==> src/rtl/edid_ddc_reader.sv <==
module edid_ddc_reader #(
  parameter int          BLOCK_LEN = 128,
  parameter logic [15:0] DIV_INIT  = 16'd63,
  parameter logic [7:0]  EDID_DEV  = 8'hA0,
  parameter logic [7:0]  SEG_DEV   = 8'h60
) (
  input  logic       clk,
  input  logic       rst_n,
  input  logic       reg_wr,
  input  logic       reg_rd,
  input  logic [3:0] reg_addr,
  input  logic [7:0] reg_wdata,
  output logic [7:0] reg_rdata,
  output logic       scl_oe,
  output logic       sda_oe,
  input  logic       sda_i,
  output logic       irq,
  output logic       busy
);
  localparam int AW = (BLOCK_LEN > 1) ? $clog2(BLOCK_LEN) : 1;
  localparam int CW = $clog2(BLOCK_LEN + 1);

  typedef enum logic [1:0] {K_IDLE, K_START, K_BIT, K_STOP} kind_t;
  typedef enum logic [2:0] {P_SEGA, P_SEGD, P_WA, P_WD, P_RA, P_RD} ph_t;

  logic [15:0]   div, dcnt;
  logic [7:0]    tgt, seg, word, sh;
  logic [2:0]    stat, msk;
  logic [AW-1:0] rptr;
  logic [CW-1:0] cnt;
  kind_t         kind;
  ph_t           ph;
  logic [3:0]    bitn;
  logic [1:0]    q;
  logic          nack, fail;
  logic [7:0]    mem [BLOCK_LEN];
  logic          scl_v, sda_v;

  wire tick      = (kind != K_IDLE) && (({1'b0, dcnt} + 17'd1) >= {1'b0, div});
  wire tx        = (ph != P_RD);
  wire last      = (cnt == CW'(BLOCK_LEN - 1));
  wire start_req = reg_wr && reg_addr == 4'd4 && reg_wdata[0] && kind == K_IDLE;
  wire fifo_rd   = reg_rd && reg_addr == 4'd7;
  wire fifo_we   = tick && kind == K_BIT && q == 2'd3 && bitn == 4'd8 && ph == P_RD;

  assign busy   = (kind != K_IDLE);
  assign irq    = |(stat & msk);
  assign scl_oe = !scl_v;
  assign sda_oe = !sda_v;

  always_comb begin
    scl_v = 1'b1;
    sda_v = 1'b1;
    case (kind)
      K_START: begin
        scl_v = (q == 2'd1 || q == 2'd2);
        sda_v = (q < 2'd2);
      end
      K_BIT: begin
        scl_v = (q == 2'd1 || q == 2'd2);
        if (bitn < 4'd8) sda_v = tx ? sh[7] : 1'b1;
        else             sda_v = tx ? 1'b1 : last;
      end
      K_STOP: begin
        scl_v = (q != 2'd0);
        sda_v = (q >= 2'd2);
      end
      default: ;
    endcase
  end

  always_comb begin
    case (reg_addr)
      4'd0:    reg_rdata = div[7:0];
      4'd1:    reg_rdata = div[15:8];
      4'd2:    reg_rdata = seg;
      4'd3:    reg_rdata = word;
      4'd4:    reg_rdata = {7'd0, busy};
      4'd5:    reg_rdata = {5'd0, stat};
      4'd6:    reg_rdata = {5'd0, msk};
      4'd7:    reg_rdata = mem[rptr];
      4'd8:    reg_rdata = 8'(rptr);
      default: reg_rdata = 8'd0;
    endcase
  end

  always_ff @(posedge clk) if (fifo_we) mem[cnt[AW-1:0]] <= sh;

  always_ff @(posedge clk or negedge rst_n) begin
    if (!rst_n) begin
      div <= DIV_INIT; dcnt <= '0; tgt <= '0; seg <= '0; word <= '0; sh <= '0;
      stat <= '0; msk <= '0; rptr <= '0; cnt <= '0; kind <= K_IDLE; ph <= P_WA;
      bitn <= '0; q <= '0; nack <= 1'b0; fail <= 1'b0;
    end else begin
      if (reg_wr) begin
        case (reg_addr)
          4'd0: div[7:0]  <= reg_wdata;
          4'd1: div[15:8] <= reg_wdata;
          4'd2: tgt <= reg_wdata;
          4'd3: begin
            seg  <= '0;
            word <= '0;
            if (tgt == SEG_DEV)       seg  <= reg_wdata;
            else if (tgt == EDID_DEV) word <= reg_wdata;
            else                      stat[2] <= 1'b1;
          end
          4'd5: stat <= stat & ~reg_wdata[2:0];
          4'd6: msk <= reg_wdata[2:0];
          4'd8: rptr <= reg_wdata[AW-1:0];
          default: ;
        endcase
      end
      if (fifo_rd) rptr <= rptr + AW'(1);

      if (start_req) begin
        rptr <= '0; cnt <= '0; fail <= 1'b0; nack <= 1'b0;
        ph   <= (seg != 8'd0) ? P_SEGA : P_WA;
        kind <= K_START; q <= '0; dcnt <= '0;
      end else if (kind != K_IDLE) begin
        dcnt <= tick ? 16'd0 : dcnt + 16'd1;
        if (tick) begin
          q <= q + 2'd1;
          if (kind == K_BIT && q == 2'd2) begin
            if (bitn < 4'd8) begin
              if (!tx) sh <= {sh[6:0], sda_i};
            end else if (tx) nack <= sda_i;
          end
          if (q == 2'd3) begin
            case (kind)
              K_START: begin
                kind <= K_BIT;
                bitn <= '0;
                sh   <= (ph == P_SEGA) ? SEG_DEV : (ph == P_WA) ? EDID_DEV : (EDID_DEV | 8'h01);
              end
              K_BIT: begin
                if (bitn < 4'd8) begin
                  bitn <= bitn + 4'd1;
                  if (tx) sh <= {sh[6:0], 1'b0};
                end else begin
                  bitn <= '0;
                  if (tx && nack) begin
                    fail <= 1'b1;
                    kind <= K_STOP;
                  end else begin
                    case (ph)
                      P_SEGA: begin ph <= P_SEGD; sh <= seg; end
                      P_SEGD: begin ph <= P_WA; kind <= K_START; end
                      P_WA:   begin ph <= P_WD; sh <= word; end
                      P_WD:   begin ph <= P_RA; kind <= K_START; end
                      P_RA:   ph <= P_RD;
                      default: begin
                        cnt <= cnt + CW'(1);
                        if (last) kind <= K_STOP;
                      end
                    endcase
                  end
                end
              end
              K_STOP: begin
                kind <= K_IDLE;
                if (fail) stat[1] <= 1'b1;
                else      stat[0] <= 1'b1;
              end
              default: ;
            endcase
          end
        end
      end
    end
  end

  p_idle_release_r11: assert property (@(posedge clk) disable iff (!rst_n)
    (kind == K_IDLE) |-> (!scl_oe && !sda_oe));

  p_sda_steady_r11: assert property (@(posedge clk) disable iff (!rst_n)
    (kind == K_BIT && $past(kind == K_BIT) && !scl_oe && !$past(scl_oe)) |-> $stable(sda_oe));

  p_one_outcome_r7: assert property (@(posedge clk) disable iff (!rst_n)
    !($rose(stat[0]) && $rose(stat[1])));

  p_start_ptr_r3: assert property (@(posedge clk) disable iff (!rst_n)
    start_req |=> (rptr == '0));

  p_rptr_step_r10: assert property (@(posedge clk) disable iff (!rst_n)
    (fifo_rd && !start_req && !(reg_wr && reg_addr == 4'd8)) |=> (rptr == $past(rptr) + AW'(1)));

  p_fill_bound_r6: assert property (@(posedge clk) disable iff (!rst_n)
    cnt <= CW'(BLOCK_LEN));
endmodule

==> config.mk <==
export PLATFORM = sky130hd
export DESIGN_NAME = edid_ddc_reader
export DESIGN_NICKNAME = d
export VERILOG_FILES = /design/src/rtl/edid_ddc_reader.sv
export SDC_FILE = /design/constraint.sdc
export NUM_CORES = 1
export LEC_CHECK = 0
export BUFFER_PORTS_ARGS = -buffer_cell sky130_fd_sc_hd__buf_2
export CAP_MARGIN = 20
export CORE_UTILIZATION = 63
export CTS_CLUSTER_DIAMETER = 100
export CTS_CLUSTER_SIZE = 24
export DETAILED_ROUTE_END_ITERATION = 16
export PLACE_DENSITY = 0.79
export REMOVE_ABC_BUFFERS = 1
export SYNTH_ARGS = -nofsm -noshare
export SYNTH_HDL_FRONTEND = slang
export SYNTH_SLANG_ARGS = --single-unit
export TNS_END_PERCENT = 20
==> constraint.sdc <==
create_clock -name clk -period 4.9 [get_ports clk]
set_input_delay 0.98 -clock clk [delete_from_list [all_inputs] [get_ports clk]]
set_output_delay 0.98 -clock clk [all_outputs]
set_load 0.05 [all_outputs]
==> flow_summary.json <==
{
  "hold_path_class": "input pin to async pin",
  "overflow": 0,
  "rsz0062_at_grt": "true",
  "cts_hold_buffers": 0,
  "place_ws_ns": 0.396,
  "die_height_um": 271,
  "violations": "setup timing",
  "grt_pass1_vias": 24100,
  "fillers": 4342,
  "start_kind": "flip-flop",
  "finalCriticalPeriod_ns": 4.91,
  "dr.pass1.iters": 7,
  "r2r_slack_ns": 0.39,
  "max_freq_mhz": 203,
  "post-route-worst-setup-slack_ns": -0.0143,
  "yosysSeqAreaShare_pct": 72.9,
  "drc": 0,
  "clock_path_buffers": 3,
  "r2r_end": "mem[88][2]",
  "final_cell_mix": "1,024 x edfxtp_1, 254 x mux4_2, 142 x nor2_1",
  "reg2reg_depth": 11,
  "die_w_um": 271,
  "synthFlopType": "edfxtp_1",
  "n_antenna_cell": 0,
  "wl_mm": 109,
  "cp-end-kind": "output pin",
  "antenna_found_initial": 2,
  "area_growth_pct": 7.59,
  "via_count": 24600,
  "powerDensity_nw_per_um2": 457,
  "grt_first_pass_wirelength_mm": 161,
  "slew_headroom_pct": 23.7,
  "synthCells": 2446,
  "post-route-period-util_pct": 100,
  "core_um2": 71500,
  "cts.sinks": 1122,
  "grtUsageTotal_pct": 30.1,
  "ys_async_sr_fraction_pct": 8.73,
  "worst_pin_slew_ns": 1.14,
  "numCtsBuffers": 53,
  "vdd_ir_drop_max_mv": 0.338,
  "clk_pin_slew_ns": 0.10,
  "holdWs_ns": 0.474,
  "slew_viol_final": 0,
  "fin_total_pwr_mw": 22.4,
  "cts-root-buf": "clkbuf_16",
  "start_util_pct": 63.8,
  "crit_type": "flip-flop to output pin",
  "io_buffers": 28,
  "hpwl_mm": 68.1,
  "final_common_cell": "edfxtp_1",
  "clkLatencyLatePin_ns": 0.66,
  "hold_viol_final": 0,
  "reg2reg_from": "dcnt[2]",
  "cts_tree": "done",
  "routed_via_density": 7.04,
  "yosysWarnings": 0,
  "nets": 2563,
  "synth_area_um2": 45600,
  "finalSetupViolCount": 2,
  "maxCapViolCount": 0,
  "gp_congestion": 0.912,
  "cp_max_fo": 29,
  "wl_per_cell_um": 31.3,
  "cp.arrival_ns": 3.93,
  "htreeDepth": 2,
  "num_rows": 98,
  "die_area_um2": 73400,
  "syn_area_per_cell_um2": 18.6,
  "drtAntennaViolNets": 0,
  "status": "finished with violations",
  "drive_gt1_share_pct": 22.1,
  "drt_iter0_drc": 3900,
  "crit_required_ns": 3.92,
  "synth-seq-cells": 1122,
  "fin_util_pct": 68.6,
  "ios": 29,
  "leakagePower_nw": 15.6,
  "grt_max_degree": 94,
  "synth_edf_count": 1024,
  "synth_cell_types": 82,
  "fin_worst_skew_ns": 0.0386
}
-- registers in the layout, indices dropped and copies added, names as in the netlist, 4 cells and up --
signal  flops
rptr        7
seg         8
mem      1024
bitn        4
word        8
sh          8
div        16
dcnt       16
tgt         8
cnt         8
-- cell usage after synthesis, types with 7 or more instances --
cell      count  share of area (%)
mux2i_1      28               0.61
nand4_1      16               0.22
nor3b_1       9               0.15
nand2_1      73               0.60
a22o_1       37               0.71
inv_1        32               0.26
ha_1         30               0.82
nor4_1       11               0.15
a22oi_1      69                1.1
and2_1       10               0.14
o31ai_1       8               0.13
a221oi_1     16               0.31
a21oi_1      64               0.70
xnor2_1      11               0.21
clkbuf_1     93               0.77
nand3b_1      9               0.15
and3_1       11               0.15
nor3_1       19               0.21
dfrtp_1      91                5.0
buf_1         9              0.074
nand2b_1     12               0.16
nor2_4        9               0.22
o22ai_1      14               0.19
edfxtp_1   1024                 67
dfstp_2       7               0.40
a211oi_1      7               0.12
buf_2        35               0.38
mux4_2      254                 13
nor2_1      143                1.2
o21ai_0      53               0.58
nand3_1      55               0.60
a31oi_1      17               0.23
nor2b_1      18               0.25
mux2_2       41                1.0
-- cell families after synthesis --
logic type	share of synthesized area [%]
flops	72.9
simple gates	4.66
compound gates	5.51
mux	14.2
buf+inv	1.66
fa+ha+maj	0.824
xor+xnor	0.288
-- stage by stage --
stage / TNS [ns] / instance area (um2) / instances
finish: -0.0205 / 49000 / 3488
global route: -0.0316 / 49000 / 3488
CTS: -0.0245 / 49000 / 3486
detailed placement: 0 / 47400 / 3405
global placement: 0 / 47400 / 3405
floorplan: -106.34 / 44900 / 2302
-- critical path, cell delays in order (launching register included) --
cell	delay (ns)
dfrtp_2	0.74
buf_4	0.24
nor2b_4	0.42
buf_12	0.27
a22oi_1	0.12
a21oi_1	0.51
nor4_2	0.11
buf_4	0.18
o221ai_1	0.32
buf_2	0.34
-- worst max-delay path by stage --
stage,startpoint,to,cells past startpoint
2_1_floorplan,rptr[0],reg_rdata[2],6
3_3_place_gp,rptr[0],reg_rdata[2],9
3_5_place_dp,rptr[0],reg_rdata[2],9
4_1_cts,rptr[1],reg_rdata[0],9
5_1_grt,rptr[2],reg_rdata[5],9
6_report,rptr[2],reg_rdata[5],9
-- metal layers --
layer | GRT usage, % | wire [um] | vias to the layer above
met5 | 0 | 27 | -
met4 | 8.44 | 3400 | 4
met3 | 6.47 | 12200 | 208
met2 | 47.7 | 53100 | 1550
met1 | 42.8 | 40600 | 12700
li1 | - | - | 10100
-- final cells by class --
class                           instances  area [um2]  share of cell area [%]
Tap cell                              950        1190                    2.42
Timing Repair Buffer                  159        1340                    2.73
Clock inverter                          5        52.6                   0.107
Sequential cell                      1122       33200                    67.8
Multi-Input combinational cell       1146       11700                    23.8
Inverter                               34         128                   0.260
Clock buffer                           72        1420                    2.89
-- repair_timing --
action,in CTS,in global routing
hold endpoints to repair,0,0
endpoints found under the setup margin,6,7
resized for setup,6,4
buffers inserted,4,1
pin swaps,0,1
-- where the power goes --
| part | total [mW] | internal, mW | leakage [nW] | switching (mW) |
|---|---|---|---|---|
| logic | 5.32 | 2.26 | 4.34 | 3.07 |
| clock network | 4.87 | 2.04 | 0.713 | 2.83 |
| registers | 12.2 | 11.4 | 10.5 | 0.801 |
No activity file was read; power rests on OpenSTA's default activity.
